===== src/rtl/tscap_pkg.sv =====
package tscap_pkg;

    localparam int A_ENABLE  = 0;
    localparam int A_CTRL    = 1;
    localparam int A_RXSTAT  = 2;
    localparam int A_EVT     = 3;
    localparam int A_TXLO    = 4;
    localparam int A_TXHI    = 5;
    localparam int SLOT_BASE = 8;

    typedef enum logic [1:0] {
        VER_NONE = 2'b00,
        VER_ONE  = 2'b01,
        VER_TWO  = 2'b10,
        VER_RSV  = 2'b11
    } ver_sel_e;

    // bit 7 irq enable, [6:3] message type, bit 2 udp enable, [1:0] generation
    typedef struct packed {
        logic       tx_irq_en;
        logic [3:0] msg_sel;
        logic       udp_en;
        ver_sel_e   ver;
    } filt_cfg_t;

    typedef struct packed {
        logic       is_v2;
        logic       is_udp;
        logic [3:0] msg;
    } frame_tag_t;

    function automatic logic frame_match(filt_cfg_t c, frame_tag_t f);
        logic ok;
        case (c.ver)
            VER_ONE: ok = !f.is_v2 && f.is_udp && c.udp_en;
            VER_TWO: ok = f.is_v2 && (!f.is_udp || c.udp_en);
            default: ok = 1'b0;
        endcase
        return ok && (f.msg == c.msg_sel);
    endfunction

endpackage


===== src/rtl/tscap_rx_slots.sv =====
module tscap_rx_slots #(
    parameter int NSLOT  = 4,
    parameter int TIME_W = 64,
    parameter int DATA_W = 32,
    parameter int IDX_W  = $clog2(NSLOT)
) (
    input  logic                           clk,
    input  logic                           rst,
    input  logic                           cap_req,
    input  logic [TIME_W-1:0]              cap_time,
    input  logic [NSLOT-1:0]               rd_lo,
    input  logic [NSLOT-1:0]               rd_hi,
    output logic [NSLOT-1:0]               valid_o,
    output logic [NSLOT-1:0][DATA_W-1:0]   lo_o,
    output logic [NSLOT-1:0][TIME_W-DATA_W-1:0] hi_o,
    output logic                           cap_ok_o,
    output logic [IDX_W-1:0]               cap_idx_o,
    output logic                           drop_o
);
    localparam int HI_W = TIME_W - DATA_W;

    logic [NSLOT-1:0]             valid_q;
    logic [NSLOT-1:0][TIME_W-1:0] stamp_q;
    logic [NSLOT-1:0][HI_W-1:0]   shadow_q;
    logic [NSLOT-1:0]             sel;
    logic [IDX_W-1:0]             pick;
    logic                         any_free;

    always_comb begin
        any_free = 1'b0;
        pick     = '0;
        for (int i = NSLOT - 1; i >= 0; i--) begin
            if (!valid_q[i]) begin
                any_free = 1'b1;
                pick     = IDX_W'(i);
            end
        end
        sel = (cap_req && any_free) ? (NSLOT'(1) << pick) : '0;
    end

    assign drop_o = cap_req && !any_free;

    for (genvar g = 0; g < NSLOT; g++) begin : g_slot
        always_ff @(posedge clk) begin
            if (rst) begin
                valid_q[g]  <= 1'b0;
                stamp_q[g]  <= '0;
                shadow_q[g] <= '0;
            end else begin
                if (sel[g]) begin
                    valid_q[g] <= 1'b1;
                    stamp_q[g] <= cap_time;
                end else if (rd_hi[g]) begin
                    valid_q[g] <= 1'b0;
                end
                if (rd_lo[g])
                    shadow_q[g] <= stamp_q[g][TIME_W-1:DATA_W];
            end
        end
        assign lo_o[g] = stamp_q[g][DATA_W-1:0];
        assign hi_o[g] = shadow_q[g];

        assert_slot_locked_R6: assert property (@(posedge clk) disable iff (rst)
            (valid_q[g] && !rd_hi[g]) |=> (valid_q[g] && $stable(stamp_q[g])));
        assert_hi_frees_R7: assert property (@(posedge clk) disable iff (rst)
            rd_hi[g] |=> !valid_q[g]);
    end

    always_ff @(posedge clk) begin
        if (rst) begin
            cap_ok_o  <= 1'b0;
            cap_idx_o <= '0;
        end else begin
            cap_ok_o  <= cap_req && any_free;
            cap_idx_o <= pick;
        end
    end

    assign valid_o = valid_q;

    assert_one_target_R2: assert property (@(posedge clk) disable iff (rst)
        $onehot0(sel));
    assert_full_drop_R6: assert property (@(posedge clk) disable iff (rst)
        (cap_req && (&valid_q)) |=> !cap_ok_o);
endmodule


===== src/rtl/tscap_tx_latch.sv =====
module tscap_tx_latch #(
    parameter int TIME_W = 64,
    parameter int DATA_W = 32
) (
    input  logic                     clk,
    input  logic                     rst,
    input  logic                     cap_req,
    input  logic [TIME_W-1:0]        cap_time,
    input  logic                     rd_lo,
    input  logic                     rd_hi,
    output logic                     full_o,
    output logic                     new_o,
    output logic [DATA_W-1:0]        lo_o,
    output logic [TIME_W-DATA_W-1:0] hi_o
);
    localparam int HI_W = TIME_W - DATA_W;

    logic              full_q;
    logic [TIME_W-1:0] stamp_q;
    logic [HI_W-1:0]   shadow_q;

    assign new_o = cap_req && !full_q;

    always_ff @(posedge clk) begin
        if (rst) begin
            full_q   <= 1'b0;
            stamp_q  <= '0;
            shadow_q <= '0;
        end else begin
            if (new_o) begin
                full_q  <= 1'b1;
                stamp_q <= cap_time;
            end else if (rd_hi) begin
                full_q <= 1'b0;
            end
            if (rd_lo)
                shadow_q <= stamp_q[TIME_W-1:DATA_W];
        end
    end

    assign full_o = full_q;
    assign lo_o   = stamp_q[DATA_W-1:0];
    assign hi_o   = shadow_q;

    assert_tx_hold_R9: assert property (@(posedge clk) disable iff (rst)
        (full_q && !rd_hi) |=> (full_q && $stable(stamp_q)));
endmodule


===== src/rtl/tscap_bank.sv =====
module tscap_bank
    import tscap_pkg::*;
#(
    parameter int NSLOT  = 4,
    parameter int TIME_W = 64,
    parameter int DATA_W = 32,
    parameter int ADDR_W = 4,
    parameter int IDX_W  = $clog2(NSLOT)
) (
    input  logic              clk,
    input  logic              rst,
    input  logic [TIME_W-1:0] cur_time,
    input  logic              rx_evt,
    input  logic              rx_is_v2,
    input  logic              rx_is_udp,
    input  logic [3:0]        rx_msg_type,
    input  logic              tx_evt,
    input  logic              reg_wr,
    input  logic              reg_rd,
    input  logic [ADDR_W-1:0] reg_addr,
    input  logic [DATA_W-1:0] reg_wdata,
    output logic [DATA_W-1:0] reg_rdata,
    output logic              rx_stamped,
    output logic [IDX_W-1:0]  rx_slot,
    output logic              tx_irq
);
    localparam int HI_W  = TIME_W - DATA_W;
    localparam int CFG_W = $bits(filt_cfg_t);

    logic       en_q;
    filt_cfg_t  cfg_q;
    logic       evt_tx_q, evt_ovf_q;
    frame_tag_t tag;
    logic       rx_hit, tx_req;

    logic [NSLOT-1:0]             rd_lo, rd_hi, slot_valid;
    logic [NSLOT-1:0][DATA_W-1:0] slot_lo;
    logic [NSLOT-1:0][HI_W-1:0]   slot_hi;
    logic                         drop;
    logic                         tx_full, tx_new;
    logic [DATA_W-1:0]            tx_lo;
    logic [HI_W-1:0]              tx_hi;

    function automatic logic at(logic [ADDR_W-1:0] a, int n);
        return a == ADDR_W'(n);
    endfunction

    assign tag    = '{is_v2: rx_is_v2, is_udp: rx_is_udp, msg: rx_msg_type};
    assign rx_hit = en_q && rx_evt && frame_match(cfg_q, tag);
    assign tx_req = en_q && tx_evt;

    for (genvar g = 0; g < NSLOT; g++) begin : g_dec
        assign rd_lo[g] = reg_rd && at(reg_addr, SLOT_BASE + 2 * g);
        assign rd_hi[g] = reg_rd && at(reg_addr, SLOT_BASE + 2 * g + 1);
    end

    tscap_rx_slots #(.NSLOT(NSLOT), .TIME_W(TIME_W), .DATA_W(DATA_W), .IDX_W(IDX_W)) u_slots (
        .clk(clk), .rst(rst), .cap_req(rx_hit), .cap_time(cur_time),
        .rd_lo(rd_lo), .rd_hi(rd_hi), .valid_o(slot_valid), .lo_o(slot_lo), .hi_o(slot_hi),
        .cap_ok_o(rx_stamped), .cap_idx_o(rx_slot), .drop_o(drop)
    );

    tscap_tx_latch #(.TIME_W(TIME_W), .DATA_W(DATA_W)) u_tx (
        .clk(clk), .rst(rst), .cap_req(tx_req), .cap_time(cur_time),
        .rd_lo(reg_rd && at(reg_addr, A_TXLO)), .rd_hi(reg_rd && at(reg_addr, A_TXHI)),
        .full_o(tx_full), .new_o(tx_new), .lo_o(tx_lo), .hi_o(tx_hi)
    );

    always_ff @(posedge clk) begin
        if (rst) begin
            en_q      <= 1'b0;
            cfg_q     <= '0;
            evt_tx_q  <= 1'b0;
            evt_ovf_q <= 1'b0;
        end else begin
            if (reg_wr && at(reg_addr, A_ENABLE))
                en_q <= reg_wdata[0];
            if (reg_wr && at(reg_addr, A_CTRL))
                cfg_q <= filt_cfg_t'(reg_wdata[CFG_W-1:0]);
            if (tx_new)
                evt_tx_q <= 1'b1;
            else if (reg_rd && at(reg_addr, A_EVT))
                evt_tx_q <= 1'b0;
            if (drop)
                evt_ovf_q <= 1'b1;
            else if (reg_rd && at(reg_addr, A_EVT))
                evt_ovf_q <= 1'b0;
        end
    end

    always_comb begin
        reg_rdata = '0;
        if (at(reg_addr, A_ENABLE))      reg_rdata[0] = en_q;
        else if (at(reg_addr, A_CTRL))   reg_rdata[CFG_W-1:0] = cfg_q;
        else if (at(reg_addr, A_RXSTAT)) reg_rdata[NSLOT-1:0] = slot_valid;
        else if (at(reg_addr, A_EVT))    reg_rdata[1:0] = {evt_ovf_q, evt_tx_q};
        else if (at(reg_addr, A_TXLO))   reg_rdata = tx_lo;
        else if (at(reg_addr, A_TXHI))   reg_rdata = DATA_W'(tx_hi);
        for (int i = 0; i < NSLOT; i++) begin
            if (at(reg_addr, SLOT_BASE + 2 * i))     reg_rdata = slot_lo[i];
            if (at(reg_addr, SLOT_BASE + 2 * i + 1)) reg_rdata = DATA_W'(slot_hi[i]);
        end
    end

    assign tx_irq = tx_full && cfg_q.tx_irq_en;

    assert_irq_clear_R9: assert property (@(posedge clk) disable iff (rst)
        (reg_rd && at(reg_addr, A_TXHI)) |=> !tx_irq);
    assert_evt_clear_R10: assert property (@(posedge clk) disable iff (rst)
        (reg_rd && at(reg_addr, A_EVT) && !tx_new && !drop) |=> (!evt_tx_q && !evt_ovf_q));
    assert_ctrl_keeps_en_R11: assert property (@(posedge clk) disable iff (rst)
        (reg_wr && at(reg_addr, A_CTRL)) |=> $stable(en_q));
    assert_off_quiet_R1: assert property (@(posedge clk) disable iff (rst)
        !en_q |=> !rx_stamped);
endmodule


===== config.mk =====
export PLATFORM = sky130hd
export DESIGN_NAME = tscap_bank
export DESIGN_NICKNAME = d
export VERILOG_FILES = /design/src/rtl/tscap_pkg.sv /design/src/rtl/tscap_rx_slots.sv /design/src/rtl/tscap_tx_latch.sv /design/src/rtl/tscap_bank.sv
export SDC_FILE = /design/constraint.sdc
export NUM_CORES = 1
export LEC_CHECK = 0
export BUFFER_PORTS_ARGS = -buffer_cell sky130_fd_sc_hd__buf_2
export CAP_MARGIN = 20
export CORE_MARGIN = 2
export CORE_UTILIZATION = 55
export DETAILED_ROUTE_END_ITERATION = 10
export PLACE_DENSITY = 0.76
export SLEW_MARGIN = 20
export SYNTH_ARGS = -nofsm -noshare
export SYNTH_HDL_FRONTEND = slang
export SYNTH_HIERARCHICAL = 1
export SYNTH_SLANG_ARGS = --single-unit

===== constraint.sdc =====
create_clock -name clk -period 2.31 [get_ports clk]
set_input_delay 0.231 -clock clk [delete_from_list [all_inputs] [get_ports clk]]
set_output_delay 0.231 -clock clk [all_outputs]
set_load 0.03 [all_outputs]

==> results_dict.tcl, run 1 <==
set metrics [dict create \
    start_util_pct 55.8 \
    seq_power_share_pct 46.2 \
    synthTopCellsByArea "dfxtp_1 41%, mux2i_1 8.5%, a21oi_1 6.9%" \
    min_period_ns 2.39 \
    synth_common_cells "499 x dfxtp_1, 414 x nand2_1, 333 x a21oi_1" \
    fp.dieW_um 213 \
    hold_class "in2reg" \
    async_reset_ff_share_pct 0 \
    fp.dieArea_mm2 0.0455 \
    grt_pass1_vias 19900 \
    nets 2894 \
    overflow 0 \
    yosysMostFrequentCell "dfxtp_1" \
    worstSetupPathType "reg2out" \
    finalSetupViolations 10 \
    synth_warnings 6 \
    slew_headroom_pct 34.2 \
    die_y_um 213 \
    clkPwrFrac_pct 46.0 \
    ys_ff_latch 499 \
    antenna_found_initial 6 \
    worst_slew_pin_slew_ns 0.988 \
    internal_power_mw 14.2 \
    wl_per_cell_um 22.6 \
    setup_ws_ns -0.0786 \
    worst_ir_drop_vdd_v 0.000619 \
    dpl.cell_count 3228 \
    syn_inst 2779 \
    synth_fp_nets 2893 \
    yosysSeqAreaShare_pct 41.5 \
    first_iter_violations 2390 \
    fin_hold_ws_ns 0.0469 \
    crit_required_ns 2.08 \
    multi_input_area_mm2 0.0117 \
    period_share_pct 103 \
    critPathCaptureType "primary output" \
    synth_top_area_share_pct 41.5 \
    dr.pass1.iters 5 \
    post_drt_via_cell_ratio 6.00 \
    stdcell_count 3409 \
    powerDensity_mw_per_mm2 677 \
    yosys.area.top_type "dfxtp_1" \
    io_buffer_count 123 \
    drc 0 \
    vias 20500 \
    synth_edf_count 0 \
    p_switching_mw 4.48 \
    post-place-ws_ns -0.125 \
    grt_start_max_net_pins 77 \
    ant_nets 0 \
    cp_max_fo 3 \
    dp_hpwl_mm 50.4 \
    drt-total-wl_mm 77.0 \
    cts_tree "yes" \
    area_growth_pct 14.4 \
    synth.distinct_cells 72 \
    violations "negative setup slack" \
    crit_arrival_ns 2.16 \
    power_frac_comb_pct 7.8 \
    cts_buffers 50 \
    pin_count 148 \
    grt_use_total_pct 33.0 \
    regArea_mm2 0.0100 \
    grt_pass1_wl_mm 114 \
    finalSetupTns_ns -0.208 \
    maxCapViolations 0 \
    rows 76 \
    finalHoldViolCount 0 \
    ctsLongestPathBuffers 3 \
    start_kind "flop" \
    rsz0062_at_grt "yes" \
    avgSynthCellArea_um2 8.67 \
    h-tree-depth 2 \
    clock.fmax_ghz 0.419 \
    status "complete, but fails checks" \
    syn_area_mm2 0.0241 \
    swShare_pct 24.0 \
    report.final.slew_viol_count 0 \
    cts.sinks 499 \
    drive_gt1_share_pct 21.2 \
    clk_latency_ns 0.61 \
    fill_cells 3471 \
    worst_clock_skew_ns 0.0300 \
    leakage_nw 10.1 \
    cts_root_buf "clkbuf_16" \
    coreArea_mm2 0.0432 \
    clk_pin_slew_worst_paths_ns 0.06 \
    place_congestion 0.940 \
    synth_ff_type "dfxtp_1" \
]
[cell type report]
type                       count  area share (%)
multi-input combinational   1813            42.4
sequential                   499            36.4
timing repair buffer         342            11.3
clock buffer                  75            5.54
tap                          585            2.66
inverter                      74            1.01
clock inverter                18           0.790
antenna                        3          0.0272
[power by group through the flow]
stage | registers [mW] | clock network [mW] | logic (mW)
floorplan | 8.81 | 0 | 0.687
CTS | 8.62 | 8.63 | 1.40
finish | 8.61 | 8.59 | 1.45
global route | 8.61 | 8.95 | 1.51
global placement | 8.81 | 0 | 1.24
detailed placement | 8.81 | 0 | 1.26
[worst max-delay path, stage by stage, from the launching register on]
cell and delay, ns:
dfxtp_4 0.36, mux2i_1 0.08, o221a_2 0.33, a31oi_2 0.18, a221oi_2 0.07, buf_4 0.14
o21ai_4 0.23, buf_6 0.18
[cell families after synthesis]
family,synth area share [%]
AO/OA/AOI/OAI,16.8
XOR/XNOR,0.145
adder cells (fa/ha/maj),0.104
buffers and inverters,11.3
flip-flops,41.5
multiplexers,9.74
AND/OR/NAND/NOR,20.5
[registers in the layout, indices dropped and copies added, names as in the netlist]
register and flops:
u_slots/valid_o 4, u_slots/stamp_q 128, u_slots/cap_idx_o 2, u_tx/stamp_q 64
u_slots/hi_o 128, evt_tx_q 1, u_tx/hi_o 32, u_slots/lo_o 128
u_tx/full_o 1, en_q 1, evt_ovf_q 1, cfg_q 8
u_slots/cap_ok_o 1
[cells in the final DEF, fill, tap and decap left out, drive strengths merged, types with 4 or more instances in the layout]
| master | n |
|---|---|
| dfxtp | 499 |
| nand2 | 414 |
| a21oi | 334 |
| buf | 267 |
| nor2 | 227 |
| mux2i | 204 |
| o21ai | 160 |
| clkbuf | 78 |
| inv | 76 |
| nand2b | 76 |
| dlygate4sd3 | 72 |
| nand4bb | 64 |
| or3 | 64 |
| a22o | 48 |
| mux2 | 27 |
| o22ai | 24 |
| a22oi | 23 |
| nor2b | 23 |
| o221ai | 20 |
| nand3 | 13 |
| clkinv | 10 |
| a211oi | 9 |
| and2 | 8 |
| nor3 | 7 |
| o32ai | 5 |
| bufinv | 4 |
| a32oi | 4 |
| o211ai | 4 |
| a221oi | 4 |
[per-stage QoR]
stage,utilization (%),instance area [um^2],power [mW]
final,63.8,27600,18.7
after global routing,63.8,27600,19.1
after CTS,63.1,27200,18.6
after detailed placement,56.9,24600,10.1
after global placement,56.9,24600,10.1
after floorplan,-,24100,9.50
[repair_timing]
item,4_1_cts,5_1_grt
resized for setup,52,57
endpoints found under the setup margin,88,254
pin swaps,13,19
hold buffers,72,0
hold endpoints to repair,246,0
cloned,0,2
buffers inserted,3,9
[final timing paths]
kind	cells past startpoint	slack, ns	start	to
hold / removal	4	0.05	reg_wr	en_q$_SDFFE_PP0P_
hold reg to reg	2	0.45	u_slots/stamp_q[116]$_SDFFE_PP0P_	u_slots/stamp_q[116]$_SDFFE_PP0P_
setup / recovery	7	-0.08	en_q$_SDFFE_PP0P_	reg_rdata[0]
setup reg to reg	11	-0.05	cfg_q[1]$_SDFFE_PP0P_	u_slots/stamp_q[250]$_SDFFE_PP0P_
[metal layers]
| layer | global-route usage, % | routed length, um | share of wire (%) | vias up |
|---|---|---|---|---|
| li1 | - | - | - | 9323 |
| met1 | 41.6 | 30100 | 39 | 9812 |
| met2 | 52.9 | 35200 | 46 | 1100 |
| met4 | 17.5 | 3990 | 5.2 | 6 |
| met5 | 0 | 44 | 0.057 | - |
| met3 | 7.21 | 7680 | 10 | 217 |
(Power assumes the default switching activity.)
==> run 2: changes to the inputs <==
--- a/config.mk
+++ b/config.mk
@@ -8,9 +8,8 @@
 export BUFFER_PORTS_ARGS = -buffer_cell sky130_fd_sc_hd__buf_2
 export CAP_MARGIN = 20
 export CORE_MARGIN = 2
-export CORE_UTILIZATION = 55
+export CORE_UTILIZATION = 45
 export DETAILED_ROUTE_END_ITERATION = 10
-export PLACE_DENSITY = 0.76
 export SLEW_MARGIN = 20
 export SYNTH_ARGS = -nofsm -noshare
 export SYNTH_HDL_FRONTEND = slang
==> run 2 against run 1 <==
  * Clock power up 2.4%
  * Global-route usage down 4.9 points
  * Sequential power about the same
  * Maximum frequency up 2.0%
  * Clock skew up 0.0024 ns
  * Power up 1.4%
  * Register-to-register slack better by 0.06 ns
  * The run still ends with negative setup slack left
  * Count of clock-buffer cells in the layout up 3
  * Largest power group is now clock
  * Highest routed layer unchanged
==> results_dict.tcl, run 2 (synthesized netlist as in run 1, its figures left out) <==
set metrics [dict create \
    dpl.cell_count 3350 \
    cts_tree "yes" \
    hold_class "in2reg" \
    critPathCaptureType "primary output" \
    powerDensity_mw_per_mm2 674 \
    maxCapViolations 0 \
    leakage_nw 10.2 \
    violations "negative setup slack" \
    rsz0062_at_grt "yes" \
    rows 84 \
    vias 20300 \
    pin_count 148 \
    min_period_ns 2.34 \
    clk_pin_slew_worst_paths_ns 0.06 \
    final_common_cell "dfxtp_1" \
    drc 0 \
    post_drt_via_cell_ratio 5.75 \
    setup_ws_ns -0.0308 \
    clk_latency_ns 0.62 \
    start_kind "input port" \
    fin_hold_ws_ns 0.0253 \
    drive_gt1_share_pct 22.2 \
    report.final.slew_viol_count 0 \
    period_share_pct 101 \
    grt_start_max_net_pins 73 \
    cts.sinks 499 \
    start_util_pct 45.7 \
    nets 2916 \
    finalSetupViolations 2 \
    worst_slew_pin_slew_ns 0.657 \
    crit_arrival_ns 2.11 \
    clock.fmax_ghz 0.427 \
    coreArea_mm2 0.0528 \
    slew_headroom_pct 56.2 \
    fp.dieW_um 235 \
    grt_use_total_pct 28.1 \
    h-tree-depth 2 \
    cts_root_buf "clkbuf_16" \
    fill_cells 4854 \
    ant_nets 0 \
    dr.pass1.iters 5 \
    first_iter_violations 2034 \
    finalSetupTns_ns -0.0308 \
    status "complete, but fails checks" \
    worstSetupPathType "in2out" \
    antenna_found_initial 8 \
    wl_per_cell_um 23.5 \
    stdcell_count 3534 \
    worst_clock_skew_ns 0.0323 \
    overflow 0 \
    drt-total-wl_mm 82.9 \
    place_congestion 0.888 \
    finalHoldViolCount 0 \
    grt_pass1_wl_mm 120 \
    r2r_setup_slack_ns 0.01 \
    dp_hpwl_mm 52.5 \
    die_y_um 235 \
    crit_required_ns 2.08 \
    grt_pass1_vias 19500 \
    area_growth_pct 16.5 \
    final_cell_mix "481 x dfxtp_1, 410 x nand2_1, 319 x a21oi_1, 201 x mux2i_1, 193 x nor2_1" \
    cts_buffers 53 \
    io_buffer_count 123 \
    power_mw 18.9 \
    cp_max_fo 8 \
    ctsLongestPathBuffers 3 \
    fp.dieArea_mm2 0.0554 \
    worst_ir_drop_vdd_v 0.000611 \
]
run 2: final cells by class:
class | count | area [um^2] | share of cell area, %
Timing Repair Buffer | 361 | 3350 | 11.9
Multi-Input combinational cell | 1813 | 11800 | 41.9
Antenna cell | 4 | 10.0 | 0.0357
Sequential cell | 499 | 10000 | 35.7
Inverter | 74 | 284 | 1.01
Clock buffer | 78 | 1570 | 5.60
Clock inverter | 17 | 215 | 0.767
Tap cell | 688 | 861 | 3.07
run 2: per-layer routing:
| metal | wire (um) | track usage (%) |
|---|---|---|
| met1 | 35500 | 37.2 |
| met2 | 39200 | 46.8 |
| met3 | 5550 | 3.89 |
| met4 | 2660 | 9.81 |
| met5 | 11 | 0 |
run 2: metrics by stage:
stage,setup WS (ns),util (%),instance area [um^2]
after floorplan,0.169,-,24100
after global placement,-0.0969,47.1,24900
after detailed placement,-0.111,47.1,24900
after CTS,-0.0434,52.3,27600
after global routing,-0.0691,53.2,28100
final,-0.0308,53.2,28100
run 2: path summary, 6_finish.rpt:
kind	cells past startpoint	start	endpoint
max	7	reg_addr[1]	reg_rdata[30]
max reg2reg	13	cfg_q[1]$_SDFFE_PP0P_	u_slots/lo_o[107]$_SDFFE_PP0P_
min reg2reg	2	u_slots/lo_o[26]$_SDFFE_PP0P_	u_slots/lo_o[26]$_SDFFE_PP0P_
min	2	rst	cfg_q[5]$_SDFFE_PP0P_
run 2: repair_timing:
action / 4_1_cts / 5_1_grt
hold buffers: 73 / 0
endpoints found under the setup margin: 19 / 170
gates cloned: 1 / 7
gates resized for setup: 54 / 98
pin swaps: 14 / 24
setup buffers: 2 / 7
hold endpoints to repair: 262 / 0
run 2: critical path, cell delays in order:
cell	delay, ns
buf_4	0.16
or3b_1	0.57
buf_4	0.23
nor2_1	0.33
a221o_1	0.18
a22o_1	0.23
buf_6	0.16
run 2: report_power, final:
group	switching, mW	total (mW)	leakage [nW]	internal [mW]
Combinational	0.926	1.50	5.27	0.575
Sequential	0.00922	8.61	4.03	8.61
Clock	3.64	8.80	0.889	5.16
Total	4.58	18.9	10.2	14.3
